File: src/rtl/mtx_arb_pkg.sv
package mtx_arb_pkg;

    // Flat index of the pair (a, b) with a < b inside the upper triangle.
    function automatic int unsigned pair_idx(
        input int unsigned n,
        input int unsigned a,
        input int unsigned b
    );
        return a * n - (a * (a + 1)) / 2 + (b - a - 1);
    endfunction

    function automatic int unsigned pair_count(input int unsigned n);
        return (n * (n - 1)) / 2;
    endfunction

endpackage

File: src/rtl/mtx_prio_store.sv
module mtx_prio_store
    import mtx_arb_pkg::*;
#(
    parameter int N = 4
) (
    input  logic           clk,
    input  logic           rst,
    input  logic           upd_en,
    input  logic [N-1:0]   win,
    output logic [N*N-1:0] prio_o   // bit a*N+b set: a goes before b
);
    localparam int PAIRS = pair_count(N);

    logic [PAIRS-1:0] pair_q;
    logic [PAIRS-1:0] pair_d;

    // Next triangle: row of winner cleared, column of winner set.
    generate
        for (genvar a = 0; a < N; a++) begin : g_row
            for (genvar b = a + 1; b < N; b++) begin : g_col
                localparam int IX = pair_idx(N, a, b);
                assign pair_d[IX] = win[a] ? 1'b0 :
                                    win[b] ? 1'b1 : pair_q[IX];
            end
        end
    endgenerate

    always_ff @(posedge clk) begin
        if (rst) begin
            pair_q <= '1;
        end else if (upd_en) begin
            pair_q <= pair_d;
        end
    end

    // Full matrix: upper from state, lower as complement, diagonal zero.
    generate
        for (genvar a = 0; a < N; a++) begin : g_fa
            for (genvar b = 0; b < N; b++) begin : g_fb
                if (a < b) begin : g_up
                    assign prio_o[a*N+b] = pair_q[pair_idx(N, a, b)];
                end else if (a > b) begin : g_lo
                    assign prio_o[a*N+b] = ~pair_q[pair_idx(N, b, a)];
                end else begin : g_dg
                    assign prio_o[a*N+b] = 1'b0;
                end
            end
        end
    endgenerate

    // without a commit the triangle holds.
    p_hold_r6: assert property (@(posedge clk) disable iff (rst)
        !upd_en |=> $stable(pair_q));

    // after a commit the winner yields to all others.
    generate
        for (genvar k = 0; k < N; k++) begin : g_chk
            logic [N-1:0] col_k;
            for (genvar i = 0; i < N; i++) begin : g_ci
                if (i == k) begin : g_s
                    assign col_k[i] = 1'b1;
                end else begin : g_o
                    assign col_k[i] = prio_o[i*N+k];
                end
            end
            p_last_r5: assert property (@(posedge clk) disable iff (rst)
                (upd_en && win[k]) |=>
                    (prio_o[k*N +: N] == '0) && (col_k == '1));
        end
    endgenerate

endmodule

File: src/rtl/mtx_grant_pick.sv
module mtx_grant_pick #(
    parameter int N = 4
) (
    input  logic [N-1:0]   req,
    input  logic [N*N-1:0] prio,
    output logic [N-1:0]   gnt
);
    // beaten_by[k][i]: requester i goes before requester k.
    logic [N-1:0][N-1:0] beaten_by;
    logic [N-1:0]        blocked;

    generate
        for (genvar k = 0; k < N; k++) begin : g_k
            for (genvar i = 0; i < N; i++) begin : g_i
                assign beaten_by[k][i] = prio[i*N+k];
            end
            // Any active requester ahead of k raises k's disable line.
            assign blocked[k] = |(req & beaten_by[k]);
            assign gnt[k]     = req[k] & ~blocked[k];
        end
    endgenerate

endmodule

File: src/rtl/mtx_arbiter.sv
module mtx_arbiter #(
    parameter int N = 4
) (
    input  logic         clk,
    input  logic         rst,
    input  logic [N-1:0] req_i,
    input  logic         adv_i,
    output logic [N-1:0] gnt_o
);
    logic [N*N-1:0] prio;
    logic [N-1:0]   gnt;
    logic           commit;

    assign commit = adv_i & (|gnt);
    assign gnt_o  = gnt;

    mtx_prio_store #(.N(N)) u_store (
        .clk    (clk),
        .rst    (rst),
        .upd_en (commit),
        .win    (gnt),
        .prio_o (prio)
    );

    mtx_grant_pick #(.N(N)) u_pick (
        .req  (req_i),
        .prio (prio),
        .gnt  (gnt)
    );

    p_onehot_r2: assert property (@(posedge clk) disable iff (rst)
        $onehot0(gnt_o));

    p_subset_r2: assert property (@(posedge clk) disable iff (rst)
        (gnt_o & ~req_i) == '0);

    p_busy_r3: assert property (@(posedge clk) disable iff (rst)
        (|req_i) |-> ($countones(gnt_o) == 1));

    p_idle_r7: assert property (@(posedge clk) disable iff (rst)
        (req_i == '0) |-> (gnt_o == '0));

    // the cycle after reset, requester 0 leads.
    p_reset_r1: assert property (@(posedge clk) disable iff (rst)
        ($past(rst) && req_i[0]) |-> gnt_o[0]);

endmodule

File: config.mk
export PLATFORM = sky130hd
export DESIGN_NAME = mtx_arbiter
export DESIGN_NICKNAME = d
export VERILOG_FILES = /design/src/rtl/mtx_arb_pkg.sv /design/src/rtl/mtx_prio_store.sv /design/src/rtl/mtx_grant_pick.sv /design/src/rtl/mtx_arbiter.sv
export SDC_FILE = /design/constraint.sdc
export NUM_CORES = 1
export LEC_CHECK = 0
export ABC_CLOCK_PERIOD_IN_PS = 1750
export BUFFER_PORTS_ARGS = -buffer_cell sky130_fd_sc_hd__buf_2
export CELL_PAD_IN_SITES_DETAIL_PLACEMENT = 1
export CELL_PAD_IN_SITES_GLOBAL_PLACEMENT = 2
export CORE_MARGIN = 3
export CORE_UTILIZATION = 25
export DETAILED_ROUTE_END_ITERATION = 12
export PLACE_DENSITY = 0.7
export SLEW_MARGIN = 20
export SYNTH_ARGS = -nofsm -noshare
export SYNTH_HDL_FRONTEND = slang
export SYNTH_HIERARCHICAL = 1
export SYNTH_SLANG_ARGS = --single-unit
File: constraint.sdc
create_clock -name clk -period 1.75 [get_ports clk]
set_clock_uncertainty 0.2 [all_clocks]
set_input_delay 0.35 -clock clk [delete_from_list [all_inputs] [get_ports clk]]
set_output_delay 0.35 -clock clk [all_outputs]
set_load 0.01 [all_outputs]
* Yosys cells after proc, flatten, opt, wreduce, memory -nomap -nowiden
Cells that the tools add are included. W data, S select, Z words.
Operators by class: bitwise gates (word level) 19, reductions and logical operators 17, muxes and demuxes 9
Operators by type and width (count):
- $reduce_or A4 Y1 | 5
- $and A4 B4 Y4 | 3
- $reduce_and A2 Y1 | 6
- $reduce_bool A2 Y1 | 6
- $not A1 Y1 | 10
- $mux W1 | 9
- $and A1 B1 Y1 | 5
- $and A4 B3 Y4 | 1
Storage, ports and cells: bits in registers 6, bits of input ports 7, output and inout bits 4, logic and storage cells 51

* Longest topological paths before layout
depth in word-level cells 8, depth in mapped cells 6, gate-level depth less buffers 6

* Cells and area by module
The synthesis kept the hierarchy.
Modules (own cells, without submodules):
- mtx_prio_store | cells an instance 32, area an instance 261.5 um^2, instances 1, seq. area each 120.1 um^2
- mtx_grant_pick | cells an instance 12, area an instance 85.1 um^2, instances 1, seq. area each 0.0 um^2
- mtx_arbiter | cells an instance 1, area an instance 11.3 um^2, instances 1, seq. area each 0.0 um^2

* Worst setup path before layout
OpenSTA, ideal clock, no wires.
kind input -> register, start input req_i[0], end register u_store.pair_q[0], required time 1.476 ns, buffers on the path 0, slack 0.078 ns, arrival time 1.398 ns, library setup time 0.074 ns, stages 5, path through a22oi_1 -> and4b_1 -> o41a_1 -> and3b_1 -> a31oi_1
Between the ends: cells in the longest elaborated chain, start to end 7, elaborated cells on any way between the ends 21, those cells by class mux: 1; bitwise: 13; reduce/logical: 7
Ends and longest elaborated chain:
- start, declared | RTL line mtx_arbiter.sv:6 | input logic [N-1:0] req_i,
- $and A4 B4 Y4 | RTL line mtx_grant_pick.sv:18 | assign blocked[k] = |(req & beaten_by[k]);
- $reduce_or A4 Y1 | RTL line mtx_grant_pick.sv:18
- $not A1 Y1 | RTL line mtx_grant_pick.sv:19 | assign gnt[k] = req[k] & ~blocked[k];
- $and A1 B1 Y1 | RTL line mtx_grant_pick.sv:19
- net gnt_o[1] | RTL line mtx_arbiter.sv:8 | output logic [N-1:0] gnt_o
- $reduce_or A4 Y1 | RTL line mtx_arbiter.sv:14 | assign commit = adv_i & (|gnt);
- $and A1 B1 Y1 | RTL line mtx_arbiter.sv:14
- net commit | RTL line mtx_arbiter.sv:12 | logic commit;
- $reduce_and A2 Y1 (no source line)
- end signal, assigned | RTL line mtx_prio_store.sv:32 | pair_q <= pair_d;
- end, declared | RTL line mtx_prio_store.sv:14 | logic [PAIRS-1:0] pair_q;
The timed path passes the listed nets, and every way through them passes these cells. A chain may end at the register's enable or synchronous reset.

* Final worst setup path
start register u_store.pair_q[3], end register u_store.pair_q[1]
Between the ends: cells in the longest elaborated chain, start to end 8, elaborated cells on any way between the ends 13, those cells by class bitwise: 8; reduce/logical: 5
Ends and longest elaborated chain:
- $not A1 Y1 | RTL line mtx_prio_store.sv:43 | assign prio_o[a*N+b] = ~pair_q[pair_idx(N, b, a)];
- net prio[9] | RTL line mtx_arbiter.sv:10 | logic [N*N-1:0] prio;
- $and A4 B4 Y4 | RTL line mtx_grant_pick.sv:18
- $reduce_or A4 Y1 | RTL line mtx_grant_pick.sv:18
- $not A1 Y1 | RTL line mtx_grant_pick.sv:19
- $and A1 B1 Y1 | RTL line mtx_grant_pick.sv:19
- $reduce_or A4 Y1 | RTL line mtx_arbiter.sv:14
- $and A1 B1 Y1 | RTL line mtx_arbiter.sv:14
- net commit | RTL line mtx_arbiter.sv:12
- $reduce_and A2 Y1 (no source line)
The timed path passes the listed nets, and every way through them passes these cells.

==> impl_metrics.json <==
{
  "die_h_um": 43.8,
  "final_nets": 72,
  "rsz0062_at_grt": "yes",
  "ys_seq_elements": 6,
  "vias": 380,
  "root_buffer": "clkbuf_4",
  "htreeDepth": 1,
  "cts_tree": "done",
  "antenna_found_initial": 0,
  "p_per_area_mw_per_mm2": 652,
  "start_util_pct": 27.2,
  "synthMuxAreaShare_pct": 0,
  "min_to": "u_store/pair_q[3]$_SDFFE_PP1P_",
  "yosys.area_share.simple_pct": 24.1,
  "arrival_ps": 1760,
  "hold_path_class": "in2reg",
  "met2RoutedLength_um": 462,
  "hold_depth": 2,
  "cp.required_ps": 1720,
  "r2r_slack_ps": -40,
  "crit_buf_inv": 1,
  "row_count": 13,
  "seq_area_frac_synth_pct": 33.6,
  "die_w_um": 43.8,
  "clk_pin_slew_ps": 40,
  "regMostFlops": "u_store/pair_q",
  "first_global_vias": 390,
  "gp_congestion": 0.713,
  "synth_largest_area_cell": "dfxtp_1",
  "syn-instance-count": 45,
  "grt_use_total_pct": 11.9,
  "crit_cells": 6,
  "largest_reg_flops": 6,
  "fin_crit_sh_pct": 102,
  "critPathMaxFanout": 4,
  "setup_tns_ps": -133,
  "worstPathCellList": "inv_1, nand2_1, and4b_1, o41a_1, and3b_2, a31oi_1",
  "final_cell_mix": "7 x buf_2, 7 x nand2_1, 6 x buf_4, 6 x dfxtp_2, 5 x inv_2",
  "dp_cells": 72,
  "criticalPathCategory": "reg2reg",
  "yosys.area_share.adder_pct": 0,
  "diodes": 0,
  "synth_top_family_by_area": "simple AND/OR/NAND/NOR gates",
  "avgSynthCellArea_um2": 7.95,
  "netlist.area_leader.share_pct": 33.6,
  "cp_slowest_cell": "o41a_1",
  "drv_cap": 0,
  "routed_wirelength_um": 999,
  "vias_per_cell": 4.87,
  "fillers": 167,
  "fin_cells": 78,
  "holdBufCountCts": 0,
  "largestRegisters": "u_store/pair_q: 6 flops",
  "clk_latency_ps": 250,
  "failed_checks": "setup timing",
  "grt_max_degree": 9,
  "highest_layer": "met4",
  "fmax_ghz": 0.558,
  "start_kind": "flip-flop",
  "maxSlewViolCount": 0,
  "wl_met3_um": 58,
  "dieArea_mm2": 0.00192,
  "cts_buffers": 3,
  "grt.overflow.total": 0,
  "slowest_delay_ps": 470,
  "grt_pass1_wl_um": 1690,
  "outcome": "finished, violations left",
  "setup_slack_ps": -41.7,
  "area_growth_pct": 43.7,
  "final_antenna_net_count": 0,
  "core_mm2": 0.00132,
  "synth_compound_area_share_pct": 24.1,
  "min_period_ps": 1790,
  "dp_hpwl_um": 737,
  "drtPass1Iterations": 3,
  "fin_hold_ws_ps": 225,
  "multi_input_area_um2": 194,
  "wl_met1_um": 464,
  "synth_area_um2": 358,
  "worstHoldStart": "rst",
  "first_iter_violations": 4,
  "p_leak_nw": 0.274,
  "r2r_start": "u_store/pair_q[3]$_SDFFE_PP1P_",
  "regArea_um2": 128,
  "ys_types": 13,
  "final_util_pct": 39.0,
  "cts_sinks": 6,
  "ir_worst_vdd_mv": 0.459,
  "synth_warnings": 6,
  "drc_errors": 0,
  "synth_xor_area_share_pct": 0,
  "cp-end-kind": "flip-flop",
  "boundaryPins": 11,
  "wl_per_cell_um": 12.8,
  "clockBufferDepth": 2,
  "crit_family": "compound AO/OA/AOI/OAI gates",
  "hold_violations": 0,
  "setup_violations": 4,
  "io_buffers": 10,
  "r2r-end": "u_store/pair_q[1]$_SDFFE_PP1P_",
  "r2r_cells": 6,
  "ys_top_cells_by_area": "dfxtp_1 34%, and4b_1 11%, a22oi_1 8.4%",
  "drive_gt1_share_pct": 52.4
}
==> metrics by stage <==
| step | instance area (µm²) | power [mW] | worst slack [ps] |
|---|---|---|---|
| after detailed placement | 433 | 0.194 | -90.9 |
| after global routing | 514 | 0.354 | -121 |
| final | 514 | 0.335 | -41.7 |
| after CTS | 489 | 0.336 | -18.7 |
| after global placement | 433 | 0.195 | -90.6 |
| after floorplan | 369 | 0.178 | 78.0 |
==> routing by layer <==
metal / GRT usage [%] / vias up
met3: 5.39 / 2
li1: - / 188
met4: 5.42 / 0
met5: 0 / -
met2: 18.0 / 9
met1: 14.3 / 181
==> synth_stat cells <==
master,count
inv_1,7
nand2_1,7
dfxtp_1,6
a22oi_1,4
and4b_1,4
buf_4,4
a2bb2oi_1,3
a31oi_1,3
nor2_1,3
and3b_1,1
clkbuf_2,1
conb_1,1
o41a_1,1
==> logic make-up (layout without fill, tap and decap cells) <==
family | Yosys count | in the layout
buffers and inverters | 12 | 27
other | 1 | 4
DFF | 6 | 6
and+or+nand+nor | 15 | 15
AOI/OAI and AO/OA | 11 | 11
==> how the worst max path moves through the flow <==
| stage | slack (ps) | end | startpoint |
|---|---|---|---|
| finish | -40 | u_store/pair_q[1]$_SDFFE_PP1P_ | u_store/pair_q[3]$_SDFFE_PP1P_ |
| CTS | -20 | gnt_o[1] | u_store/pair_q[4]$_SDFFE_PP1P_ |
| global placement | -90 | u_store/pair_q[2]$_SDFFE_PP1P_ | req_i[0] |
| detailed placement | -90 | u_store/pair_q[2]$_SDFFE_PP1P_ | req_i[1] |
| floorplan | 80 | u_store/pair_q[0]$_SDFFE_PP1P_ | req_i[0] |
| global route | -120 | gnt_o[1] | u_store/pair_q[4]$_SDFFE_PP1P_ |
==> power breakdown <==
part	switching, mW	internal (mW)
registers	0.00385	0.142
clock network	0.0551	0.0779
logic	0.0258	0.0306
total	0.0847	0.251
==> layout make-up <==
type	instances	share of cell area, %
timing repair buffer	17	24.3
tap	15	3.65
inverter	7	5.11
sequential	6	24.8
clock buffer	3	4.38
multi-input combinational	30	37.7
==> timing repair <==
| item | CTS | global route |
|---|---|---|
| endpoints found under the setup margin | 4 | 10 |
| pin swaps | 7 | 3 |
| gates resized for setup | 7 | 10 |
| buffers inserted | 2 | 1 |
(Power assumes the default switching activity.)
